`src/rtl/vga_scan_pkg.sv`:
```
// Package: shared helpers for the raster timing generator.
// Assumes: all boundary values fit in a 32-bit signed int.
package vga_scan_pkg;

    // Half-open window test: lo <= v < hi.
    function automatic logic in_span(input int v, input int lo, input int hi);
        return (v >= lo) && (v < hi);
    endfunction

    // Bits needed to hold values 0 .. n-1.
    function automatic int bits_for(input int n);
        return (n <= 2) ? 1 : $clog2(n);
    endfunction

endpackage

```
`src/rtl/vga_scan_counter.sv`:
```
// Module: wrapping up-counter with an advance enable.
// Counts 0 .. TOTAL-1 and wraps. It also exposes its next-state value, so that
// registered decoders can line up with the count in the same cycle.
// Assumes: TOTAL <= 2**W; synchronous active-low reset.
module vga_scan_counter #(
    parameter int W     = 7,
    parameter int TOTAL = 127
) (
    input  logic         clk,
    input  logic         rst_n,
    input  logic         adv,
    output logic [W-1:0] count,
    output logic [W-1:0] count_nxt,
    output logic         at_last
);
    localparam logic [W-1:0] LAST = W'(TOTAL - 1);
    localparam logic [W-1:0] ONE  = W'(1);

    // Next-state: hold, step, or wrap to zero; forced to zero in reset.
    always_comb begin
        at_last = (count == LAST);
        if (!rst_n)
            count_nxt = '0;
        else if (!adv)
            count_nxt = count;
        else if (at_last)
            count_nxt = '0;
        else
            count_nxt = count + ONE;
    end

    // State register.
    always_ff @(posedge clk) begin
        count <= count_nxt;
    end

endmodule

```
`src/rtl/vga_scan_window.sv`:
```
// Module: registered window decoder.
// The flag is active while the next count lies in [START, STOP), so the
// registered output matches the count register in the same cycle.
// ACTIVE_LOW selects inverted output polarity.
// Assumes: the driving counter forces its next value to zero in reset.
module vga_scan_window
    import vga_scan_pkg::*;
#(
    parameter int W          = 7,
    parameter int START      = 0,
    parameter int STOP       = 1,
    parameter bit ACTIVE_LOW = 1'b0
) (
    input  logic         clk,
    input  logic [W-1:0] count_nxt,
    output logic         flag
);
    logic hit;
    logic lvl;

    // Window membership of the upcoming count.
    always_comb begin
        hit = in_span(int'(count_nxt), START, STOP);
    end

    // Polarity variant chosen at elaboration.
    generate
        if (ACTIVE_LOW) begin : g_low
            assign lvl = ~hit;
        end else begin : g_high
            assign lvl = hit;
        end
    endgenerate

    // Glitch-free output register.
    always_ff @(posedge clk) begin
        flag <= lvl;
    end

endmodule

```
`src/rtl/vga_scan_gen.sv`:
```
// Module: raster timing and frame-address generator (top).
// A column counter feeds a row counter. The sync, blank and marker outputs are
// registered decodes of the counters' next state. The frame address is the
// row count concatenated above the column count.
// Assumes: the sync windows sit strictly inside a line, never at column 0,
// so that every horizontal pulse falls inside the vertical pulse.
module vga_scan_gen #(
    parameter int H_TOTAL      = 127,
    parameter int V_TOTAL      = 525,
    parameter int H_VIS        = 100,
    parameter int H_SYNC_BEG   = 106,
    parameter int H_SYNC_END   = 118,
    parameter int V_VIS        = 480,
    parameter int V_SYNC_BEG   = 490,
    parameter int V_SYNC_END   = 492,
    parameter int MARK_COL     = 64,
    parameter bit SYNC_ACT_LOW = 1'b1,
    parameter int H_BITS       = vga_scan_pkg::bits_for(H_TOTAL),
    parameter int V_BITS       = vga_scan_pkg::bits_for(V_TOTAL)
) (
    input  logic                     clk,
    input  logic                     rst_n,
    output logic                     hsync,
    output logic                     vsync,
    output logic                     hblank,
    output logic                     vblank,
    output logic [H_BITS-1:0]        hcount,
    output logic [V_BITS-1:0]        vcount,
    output logic [H_BITS+V_BITS-1:0] fb_addr,
    output logic                     mark_px
);
    logic [H_BITS-1:0] h_nxt;
    logic [V_BITS-1:0] v_nxt;
    logic              h_last;
    logic              v_last;

    // Column counter: always advances.
    vga_scan_counter #(.W(H_BITS), .TOTAL(H_TOTAL)) u_hcnt (
        .clk(clk), .rst_n(rst_n), .adv(1'b1),
        .count(hcount), .count_nxt(h_nxt), .at_last(h_last)
    );

    // Row counter: advances on the column wrap.
    vga_scan_counter #(.W(V_BITS), .TOTAL(V_TOTAL)) u_vcnt (
        .clk(clk), .rst_n(rst_n), .adv(h_last),
        .count(vcount), .count_nxt(v_nxt), .at_last(v_last)
    );

    // Horizontal blank over the columns past the visible span.
    vga_scan_window #(.W(H_BITS), .START(H_VIS), .STOP(H_TOTAL), .ACTIVE_LOW(1'b0)) u_hblk (
        .clk(clk), .count_nxt(h_nxt), .flag(hblank)
    );

    // Vertical blank over the rows past the visible span.
    vga_scan_window #(.W(V_BITS), .START(V_VIS), .STOP(V_TOTAL), .ACTIVE_LOW(1'b0)) u_vblk (
        .clk(clk), .count_nxt(v_nxt), .flag(vblank)
    );

    // Horizontal sync pulse.
    vga_scan_window #(.W(H_BITS), .START(H_SYNC_BEG), .STOP(H_SYNC_END), .ACTIVE_LOW(SYNC_ACT_LOW)) u_hsyn (
        .clk(clk), .count_nxt(h_nxt), .flag(hsync)
    );

    // Vertical sync pulse.
    vga_scan_window #(.W(V_BITS), .START(V_SYNC_BEG), .STOP(V_SYNC_END), .ACTIVE_LOW(SYNC_ACT_LOW)) u_vsyn (
        .clk(clk), .count_nxt(v_nxt), .flag(vsync)
    );

    // Single-column test marker.
    vga_scan_window #(.W(H_BITS), .START(MARK_COL), .STOP(MARK_COL + 1), .ACTIVE_LOW(1'b0)) u_mark (
        .clk(clk), .count_nxt(h_nxt), .flag(mark_px)
    );

    // Linear frame address: row above column.
    always_comb begin
        fb_addr = {vcount, hcount};
    end

endmodule

```
`config.mk`:
```
export PLATFORM = sky130hd
export DESIGN_NAME = vga_scan_gen
export DESIGN_NICKNAME = d
export VERILOG_FILES = /design/src/rtl/vga_scan_pkg.sv /design/src/rtl/vga_scan_counter.sv /design/src/rtl/vga_scan_window.sv /design/src/rtl/vga_scan_gen.sv
export SDC_FILE = /design/constraint.sdc
export NUM_CORES = 1
export LEC_CHECK = 0
export CAP_MARGIN = 10
export CORE_UTILIZATION = 30
export DETAILED_ROUTE_END_ITERATION = 12
export GPL_ROUTABILITY_DRIVEN = 1
export PLACE_DENSITY = 0.57
export SLEW_MARGIN = 10
export SYNTH_ARGS = -nofsm -noshare
export SYNTH_HDL_FRONTEND = slang
export SYNTH_SLANG_ARGS = --single-unit
```
`constraint.sdc`:
```
create_clock -name clk -period 2.1 [get_ports clk]
set_clock_uncertainty 0.15 [all_clocks]
set_input_delay 0.21 -clock clk [delete_from_list [all_inputs] [get_ports clk]]
set_output_delay 0.21 -clock clk [all_outputs]
set_load 0.05 [all_outputs]
```
==> run_results.csv, run 1 <==
group,metric,value,unit
synth,synth_top_flop_cell,"dfxtp_1",
drt,firstDrtPassIters,4,
critical_path,cp.required,1740,ps
drt,ant_nets,0,
floorplanning,die_x,69.64,µm
floorplanning,die_area,0.004850,mm²
final_layout,seqCellArea,466.7,µm²
cts,cts_root_buf,"clkbuf_8",
synth,syn_area,0.001373,mm²
critical_path,rrSetupSlack,150,ps
final_layout,layout.cells.non_filler,244,
cts,clkTransAtPathRegs,80,ps
synth,ys_seq_area_share,32.09,%
synth,ys_ff_latch,22,
critical_path,crit_path_end_kind,"output port",
synth,yosysUniqueCellTypes,44,
synth,syn-num-nets,173,
drt,viasPerCell,5.053,
final_layout,fill_cells,452,
cts,cts_buffer_depth,2,
placement,numPortBuffers,40,
critical_path,path_cells,"clkdlybuf4s50_1",
synth,post_synth_inst_count,167,
placement,dp_hpwl,2274,µm
floorplanning,core_area,0.004384,mm²
synth,async_flop_share,0,%
cts,post_cts_buffers,0,
pwr,p_per_area,440.6,mW/mm²
sta,timing.final.crit_share,96.40,%
cts,cts_buffers,3,
final_layout,drive_gt1_share,18.23,%
sta,worst_slew_pin_slew,501.4,ps
critical_path,critPathArrivalTime,1660,ps
sta,finalCriticalPeriod,2024,ps
critical_path,cp_slowest_stage_delay,870,ps
sta,finalSetupViolCount,0,
global_routing,grt_max_degree,13,
sta,fin_hold_ws,413.6,ps
global_routing,grt_pass1_vias,1187,
final_layout,n_antenna_cell,0,
global_routing,grt-ovfl-total,0,
critical_path,worstSetupPathType,"reg -> out",
pwr,peakVddDrop,0.3973,mV
final_layout,final_cell_mix,"clkdlybuf4s50_1 (39), nor2_1 (21), nand2_1 (12)",
sta,slew_violations,0,
global_routing,grt_pass1_wl,5375,µm
final_layout,layout_commonest_cell,"clkdlybuf4s50_1",
synth,synth_edf_count,0,
sta,relSlewSlack,66.47,%
cts,insertion_delay,260,ps
floorplanning,rows,24,
drt,drt_iter0_drc,134,
floorplanning,die_h,69.64,µm
pwr,leakage,0.0006362,µW
flow_run,maxCapViolCount,0,
placement,routabilityCongestion,0.8392,
placement,place_inst,240,
final_layout,nets,199,
global_routing,grtUsageTotal,13.31,%
drt,vias,1233,
synth,ys_warn_count,0,
sta,hold_viol_final,0,
critical_path,critPathTopFamily,"buffers and inverters",
drt,wl_per_cell,12.89,µm
sta,fmax,494.0,MHz
worst_hold_path,min_path_type,"reg -> reg",
cts,cts.htree.levels,1,
critical_path,critical_path.slowest_cell,"clkdlybuf4s50_1",
critical_path,critPathMaxFanout,9,
global_routing,antenna_found_initial,0,
final_layout,multi_input_area,777.0,µm²
cts,cts.sinks,22,
final_layout,syn2layout_area_growth,31.54,%
run_status,status,"finished, final reports clean",
floorplanning,io_pins,41,
floorplanning,start_util,31.31,%
drt,drt-total-wl,3145,µm
drt,remaining_drc_errors,0,
synth,syn_avg_cell_area,8.219,µm²
critical_path,cp-start-kind,"flip-flop",
critical_path,path_buf_inv,1,
cts,cts_tree,"done",
pwr,finalPower,795.5,µW
==> final cells by class <==
type	instances	share of cell area, %
Multi-Input combinational cell	118	43.04
Sequential cell	22	25.85
Timing Repair Buffer	45	24.39
Tap cell	52	3.604
Clock buffer	3	2.287
Inverter	3	0.6237
Clock inverter	1	0.2079
==> Yosys cell counts, types with 3 or more instances <==
library cell	number	area, µm²
a21oi_1	6	30.03
and2_1	3	18.77
buf_4	18	135.1
buf_6	3	33.78
dfxtp_1	22	440.4
ha_1	4	50.05
inv_1	3	11.26
nand2_1	12	45.04
nand3_1	9	45.04
nand4_1	5	31.28
nor2_1	21	78.83
nor3_1	3	15.01
o21ai_0	9	45.04
or3_1	3	18.77
xnor2_1	4	35.03
xor2_1	7	61.31
==> metrics by stage <==
step	utilization (%)	area, µm²	TNS, ps	setup slack (ps)
floorplan	-	1394	0	9.829
global placement	39.10	1714	0	119.5
detailed placement	39.10	1714	0	76.66
CTS	40.13	1759	0	60.73
global route	41.18	1805	-17.28	-13.32
finish	41.18	1805	0	75.59
==> routing by layer <==
layer | vias up | GRT usage (%) | wire [µm] | part of all wire (%)
met3 | 4 | 3.052 | 174 | 5.5
met2 | 40 | 22.65 | 1497 | 48
met1 | 577 | 16.88 | 1432 | 46
met4 | 0 | 3.556 | 41 | 1.3
met5 | - | 0 | 0 | 0
li1 | 612 | - | - | -
==> logic make-up after synthesis <==
kind of cell    count (synthesis)  synth area share (%)
simple gates                   77                 31.54
buf+inv                        27                 14.13
compound gates                 26                 11.58
flops                          22                 32.09
xor+xnor                       11                 7.019
fa+ha+maj                       4                 3.646
==> state kept, by name (all words and copies together) (netlist names) <==
signal and cells:
u_hsyn.flag 1, u_mark.flag 1, u_hblk.flag 1, u_vcnt.count 10, u_hcnt.count 7, u_vsyn.flag 1, u_vblk.flag 1
==> worst paths after layout <==
path	from	cells after the start	endpoint
hold reg to reg	u_hcnt.count[0]	2	u_hcnt.count[0]
setup / recovery	u_vcnt.count[8]	1	fb_addr[15]
hold / removal	u_hcnt.count[0]	2	u_hcnt.count[0]
setup reg to reg	u_vcnt.count[0]	7	u_vsyn.flag
==> timing repair <==
item,4_1_cts,5_1_grt
resized for setup,0,9
endpoints found under the setup margin,0,2
hold buffers,0,0
==> power breakdown <==
| part | switching, µW | leakage (µW) | total (µW) | internal [µW] |
|---|---|---|---|---|
| Combinational | 65.3 | 0.000428 | 104 | 38.2 |
| Sequential | 7.07 | 0.000185 | 426 | 419 |
| Clock | 135 | 0.0000231 | 266 | 130 |
| Total | 208 | 0.000636 | 795 | 588 |
No activity file was read; power rests on OpenSTA's default activity.
==> run 2: changes to the inputs <==
- CELL_PAD_IN_SITES_DETAIL_PLACEMENT: default -> 2
- CELL_PAD_IN_SITES_GLOBAL_PLACEMENT: default -> 2
- CORE_UTILIZATION: 30 -> 24
- PLACE_DENSITY: 0.57 -> 0.76
==> run 2 against run 1 <==
  * Sequential power increased by 0.9%
  * Utilization decreased by 7.5 points
  * Global-route usage increased by 0.70 points
  * Final area increased by 2.6%
  * Fmax decreased by 0.93%
  * Sequential share of layout area decreased by 0.80 points
  * Hold slack got worse by 74 ps
  * Combinational power decreased by 5%
  * First-iteration DRC count decreased by 69%
  * Power increased by 17%
  * Clock power increased by 52%
  * Largest cell class unchanged
  * Die area increased by 24%
==> run_results.csv, run 2 (synthesis gave the netlist of run 1 again) <==
group,metric,value,unit
pwr,peakVddDrop,0.2424,mV
pwr,p_per_area,503.5,mW/mm²
critical_path,r2r-end,"u_vblk.flag",
sta,hold_viol_final,0,
critical_path,critical_path.slowest_cell,"clkdlybuf4s50_1",
placement,routabilityCongestion,0.7817,
global_routing,grtUsageTotal,14.01,%
sta,rsz0062_at_grt,"true",
placement,numPortBuffers,40,
final_layout,nets,201,
floorplanning,core_area,0.005507,mm²
pwr,internal_power,709.0,µW
drt,wl_per_cell,14.99,µm
floorplanning,rows,27,
cts,cts_root_buf,"clkbuf_8",
critical_path,path_buf_inv,1,
critical_path,endpoint,"fb_addr[13]",
global_routing,antenna_found_initial,0,
critical_path,rr_worst_depth,8,
cts,insertion_delay,260,ps
global_routing,grt-ovfl-total,0,
drt,firstDrtPassIters,4,
run_status,status,"finished, final reports clean",
final_layout,layout_commonest_cell,"clkdlybuf4s50_1",
floorplanning,die_h,77.63,µm
cts,cts_tree,"done",
pwr,switching_share,24.00,%
cts,postCtsHoldBufs,0,
floorplanning,die_area,0.006026,mm²
critical_path,cp_num_cells,1,
final_layout,syn2layout_area_growth,35.00,%
cts,cts_buffers,3,
drt,vias,1254,
cts,cts_buffer_depth,2,
floorplanning,die_x,77.63,µm
pwr,switchingPower,223.9,µW
placement,placedInstanceArea,0.001754,mm²
final_layout,n_antenna_cell,0,
flow_run,maxCapViolCount,0,
sta,fmax,489.4,MHz
critical_path,critPathArrivalTime,1680,ps
worst_hold_path,min_path_type,"reg -> reg",
sta,finalCriticalPeriod,2043,ps
final_layout,reg_top3,"u_vcnt.count: 10 flops, u_hcnt.count: 7 flops",
worst_hold_path,hold_path_startpoint,"u_hcnt.count[0]",
floorplanning,start_util,24.93,%
pwr,p_clk_share,43.3,%
sta,relSlewSlack,64.87,%
final_layout,drive_gt1_share,20.10,%
final_layout,largest_reg_flops,10,
cts,cts.htree.levels,1,
drt,drt_iter0_drc,41,
critical_path,crit_path_end_kind,"output port",
critical_path,cp_slowest_stage_delay,870,ps
critical_path,critPathLaunch,"u_vcnt.count[6]",
cts,clkTransAtPathRegs,80,ps
sta,timing.final.crit_share,97.31,%
critical_path,path_cells,"clkdlybuf4s50_1",
critical_path,cp-start-kind,"flip-flop",
final_layout,fin_area,0.001853,mm²
final_layout,final_cell_mix,"clkdlybuf4s50_1 (38), nor2_1 (21), nand2_1 (12)",
cts,cts.sinks,22,
global_routing,grt_max_degree,14,
final_layout,regMostFlops,"u_vcnt.count",
critical_path,critPathMaxFanout,8,
floorplanning,io_pins,41,
sta,slew_violations,0,
pwr,seq_power_share,46.1,%
critical_path,worstReg2RegStart,"u_vcnt.count[1]",
critical_path,rrSetupSlack,120,ps
drt,remaining_drc_errors,0,
sta,worst_slew_pin_slew,525.3,ps
sta,finalSetupViolCount,0,
pwr,combinationalPowerShare,10.6,%
global_routing,grt_pass1_vias,1338,
pwr,leakage,0.0006760,µW
critical_path,worstSetupPathType,"reg -> out",
drt,drt-total-wl,3987,µm
pwr,finalPower,933.0,µW
critical_path,critPathTopFamily,"buffers and inverters",
global_routing,grt_pass1_wl,6796,µm
placement,dp_hpwl,3161,µm
final_layout,fill_cells,623,
final_layout,final_util,33.65,%
drt,ant_nets,0,
drt,viasPerCell,4.714,
critical_path,cp.required,1740,ps
## run 2: area by class of cell
class / instances / area (µm²) / share of cell area [%]
multi-input cells: 118 / 758.2 / 40.92
flip-flops and latches: 22 / 464.2 / 25.05
repair buffers: 47 / 457.9 / 24.71
well taps: 72 / 90.09 / 4.862
clock buffers: 3 / 41.29 / 2.228
clock inverters: 1 / 30.03 / 1.621
inverters: 3 / 11.26 / 0.6077
## run 2: how the worst min path moves through the flow
stage	to	slack (ps)	depth (start not counted)
3_3_place_gp	u_hcnt.count[0]	310	1
6_report	u_hcnt.count[0]	340	1
4_1_cts	u_hcnt.count[0]	350	1
2_1_floorplan	u_hcnt.count[0]	390	1
5_1_grt	u_hcnt.count[0]	360	1
3_5_place_dp	u_hcnt.count[0]	330	1
## run 2: timing repair
action	4_1_cts	5_1_grt
cloned	0	0
endpoints found under the hold margin	0	0
gates resized for setup	2	6
setup endpoints to repair	1	2
pin swaps	0	5
setup buffers	0	0
## run 2: power by group through the flow
stage	clock network [µW]	logic [µW]	registers [µW]
2_1_floorplan	0	55.1	455
3_3_place_gp	0	98.6	441
3_5_place_dp	0	99.6	441
4_1_cts	418	101	432
5_1_grt	435	107	432
6_report	404	99.2	430
## run 2: routing by layer
metal  GRT usage (%)  part of all wire, %  vias up
met3           2.824                  3.7        0
met5               0                    0        -
met4           1.698                    0        0
met2           26.64                   54       25
met1           16.37                   42      611
li1                -                    -      618
## run 2: stage by stage
| stage | worst slack, ps | hold WS (ps) | setup TNS [ps] | cells |
|---|---|---|---|---|
| after global routing | -60.41 | 361.1 | -73.52 | 266 |
| after floorplan | 9.829 | 386.2 | 0 | 167 |
| final | 56.55 | 340.1 | 0 | 266 |
| after global placement | 81.95 | 305.5 | 0 | 262 |
| after CTS | 20.46 | 347.5 | 0 | 266 |
| after detailed placement | -0.3437 | 326.8 | -0.3437 | 262 |
==> run 3: changes to the inputs <==
- CORE_UTILIZATION: 24 -> 30
- DONT_BUFFER_PORTS: default -> 1
- PLACE_DENSITY: 0.76 -> 0.71
- SKIP_LAST_GASP: default -> 1
==> run 3 against run 2 <==
  * Largest cell class unchanged
  * Power down 13%
  * Register-to-register slack worse by 80 ps
  * Critical path type is now reg -> reg
  * Setup slack got worse by 15 ps
  * Final area shrank 10%
  * Clock-buffer cell count did not move
  * Sequential share of layout area is 2.8 points higher
==> run_results.csv, run 3 (synthesis gave the netlist of run 1 again) <==
group,metric,value,unit
final_layout,final_cell_mix,"buf_4 (34), nor2_1 (21), nand2_1 (12)",
critical_path,r2r-end,"u_vblk.flag",
pwr,peakVddDrop,0.2432,mV
critical_path,cp.required,2110,ps
drt,vias,1257,
critical_path,critPathMaxFanout,6,
sta,hold_viol_final,0,
drt,viasPerCell,5.326,
placement,dp_hpwl,3235,µm
global_routing,grtUsageTotal,18.53,%
sta,worst_slew_pin_slew,518.4,ps
critical_path,critPathArrivalTime,2070,ps
global_routing,grt_pass1_wl,7017,µm
final_layout,n_antenna_cell,0,
worst_hold_path,hold_path_startpoint,"rst_n",
floorplanning,start_util,31.31,%
global_routing,grt-ovfl-total,0,
cts,insertion_delay,260,ps
worst_hold_path,hold_path_end,"u_vcnt.count[5]",
run_status,status,"finished, final reports clean",
pwr,p_per_area,487.5,mW/mm²
sta,setup_slack,41.80,ps
final_layout,syn2layout_area_growth,20.97,%
placement,place_ws,-122.5,ps
floorplanning,die_x,69.64,µm
pwr,combinationalPowerShare,12.9,%
floorplanning,die_area,0.004850,mm²
pwr,switching_share,27.53,%
critical_path,cp-start-kind,"flip-flop",
drt,ant_nets,0,
drt,wirelength_met1,1813,µm
final_layout,fill_cells,503,
global_routing,grt_max_degree,13,
final_layout,regMostFlops,"u_vcnt.count",
critical_path,rrSetupSlack,40,ps
pwr,switchingPower,222.9,µW
flow_run,maxCapViolCount,0,
global_routing,grt_pass1_vias,1363,
sta,timing.final.crit_share,98.01,%
drt,drt-total-wl,4638,µm
placement,routabilityCongestion,0.7774,
final_layout,largest_reg_flops,10,
critical_path,rr_worst_depth,8,
pwr,p_clk_share,34.0,%
worst_hold_path,holdPathStages,3,
sta,finalSetupTns,0,ps
cts,clkTransAtPathRegs,90,ps
drt,remaining_drc_errors,0,
critical_path,critical_path.most_common_cell,"buf_4",
floorplanning,rows,24,
floorplanning,core_area,0.004384,mm²
cts,cts.sinks,22,
final_layout,fin_area,0.001660,mm²
sta,rsz0062_at_grt,"true",
critical_path,crit_path_end_kind,"flip-flop",
pwr,seq_power_share,53.1,%
critical_path,path_cells,"inv_1, ha_1, nor4bb_4, nand4_1, buf_4, o21ai_2, buf_4, o21ba_1",
drt,wl_per_cell,19.65,µm
critical_path,worstReg2RegStart,"u_vcnt.count[0]",
drt,firstDrtPassIters,2,
critical_path,cp_slowest_stage_delay,360,ps
cts,cts_buffers,3,
drt,met2_length,2578,µm
cts,cts_root_buf,"clkbuf_8",
drt,drt_iter0_drc,65,
sta,finalSetupViolCount,0,
final_layout,nets,191,
final_layout,layout_commonest_cell,"buf_4",
floorplanning,die_h,69.64,µm
sta,relSlewSlack,65.39,%
drt,top_layer_used,"met4",
final_layout,reg_top3,"u_vcnt.count: 10 flops, u_hcnt.count: 7 flops",
final_layout,drive_gt1_share,37.50,%
cts,cts_buffer_depth,2,
pwr,internal_power,586.6,µW
placement,placedInstanceArea,0.001486,mm²
sta,fmax,485.9,MHz
sta,slew_violations,0,
global_routing,antenna_found_initial,0,
placement,numPortBuffers,0,
critical_path,critical_path.slowest_cell,"dfxtp_2",
cts,cts_tree,"done",
sta,finalCriticalPeriod,2058,ps
critical_path,worstSetupPathType,"reg -> reg",
drt,dr_wl_met3,150,µm
cts,cts.htree.levels,1,
pwr,leakage,0.0006400,µW
floorplanning,io_pins,41,
worst_hold_path,min_path_type,"in -> reg",
[run 3: changes by cell type in the layout (fill, tap and decap cells not counted), moves of 2 or more]
cell	before	now
clkdlybuf4s50_1	38	0
buf_4	7	34
dlygate4sd3_1	0	2
dlymetal6s2s_1	2	0
ha_1	3	1
[run 3: how the worst max path moves through the flow]
stage / cells after the start / endpoint / start / slack, ps
2_1_floorplan: 9 / u_vsyn.flag / u_hcnt.count[2] / 10
3_3_place_gp: 8 / u_vblk.flag / u_vcnt.count[0] / 60
3_5_place_dp: 8 / u_vblk.flag / u_vcnt.count[0] / -120
4_1_cts: 7 / u_vsyn.flag / u_hcnt.count[0] / 0.6
5_1_grt: 8 / u_vblk.flag / u_vcnt.count[0] / -20
6_report: 8 / u_vblk.flag / u_vcnt.count[0] / 40
[run 3: metrics by stage]
stage | hold slack, ps | total power, µW | utilization [%] | std cells
4_1_cts | 11.83 | 804.5 | 35.79 | 229
3_5_place_dp | 186.8 | 531.6 | 33.90 | 223
6_report | 107.7 | 809.5 | 37.87 | 236
2_1_floorplan | 386.2 | 510.1 | - | 167
5_1_grt | 95.94 | 842.3 | 37.87 | 236
3_3_place_gp | 184.9 | 526.1 | 33.90 | 223
[run 3: layout make-up]
| type | count | area [µm²] | area share [%] |
|---|---|---|---|
| clock buffer | 3 | 41.29 | 2.487 |
| sequential | 22 | 461.7 | 27.81 |
| clock inverter | 1 | 3.754 | 0.2261 |
| tap | 52 | 65.06 | 3.919 |
| multi-input combinational | 118 | 797.0 | 48.00 |
| timing repair buffer | 37 | 280.3 | 16.88 |
| inverter | 3 | 11.26 | 0.6782 |
[run 3: worst max-delay path: cells and delay by family, from the launching register on]
kind                       cells  cell delay [ps]
buffers and inverters          3              480
and+or+nand+nor                2              460
DFF                            1              360
AOI/OAI and AO/OA              2              300
adders and majority gates      1              190
[run 3: metal layers]
layer	GRT usage (%)	vias up
met1	20.72	613
met4	4.000	0
met2	35.71	35
met5	0	-
met3	3.779	10
li1	-	599
[run 3: timing repair]
| item | in CTS | in global routing |
|---|---|---|
| resized for setup | 4 | 10 |
| endpoints found under the hold margin | 4 | 1 |
| gates cloned | 0 | 1 |
| hold buffers | 1 | 1 |
| pin swaps | 3 | 5 |
| setup endpoints to repair | 2 | 3 |
| buffers inserted | 1 | 5 |
[run 3: power by group through the flow]
stage	Sequential, µW	Combinational [µW]	Clock [µW]
finish	430	104	275
global route	431	112	299
CTS	429	97.0	278
detailed placement	439	92.5	0
global placement	438	88.0	0
floorplan	455	55.1	0
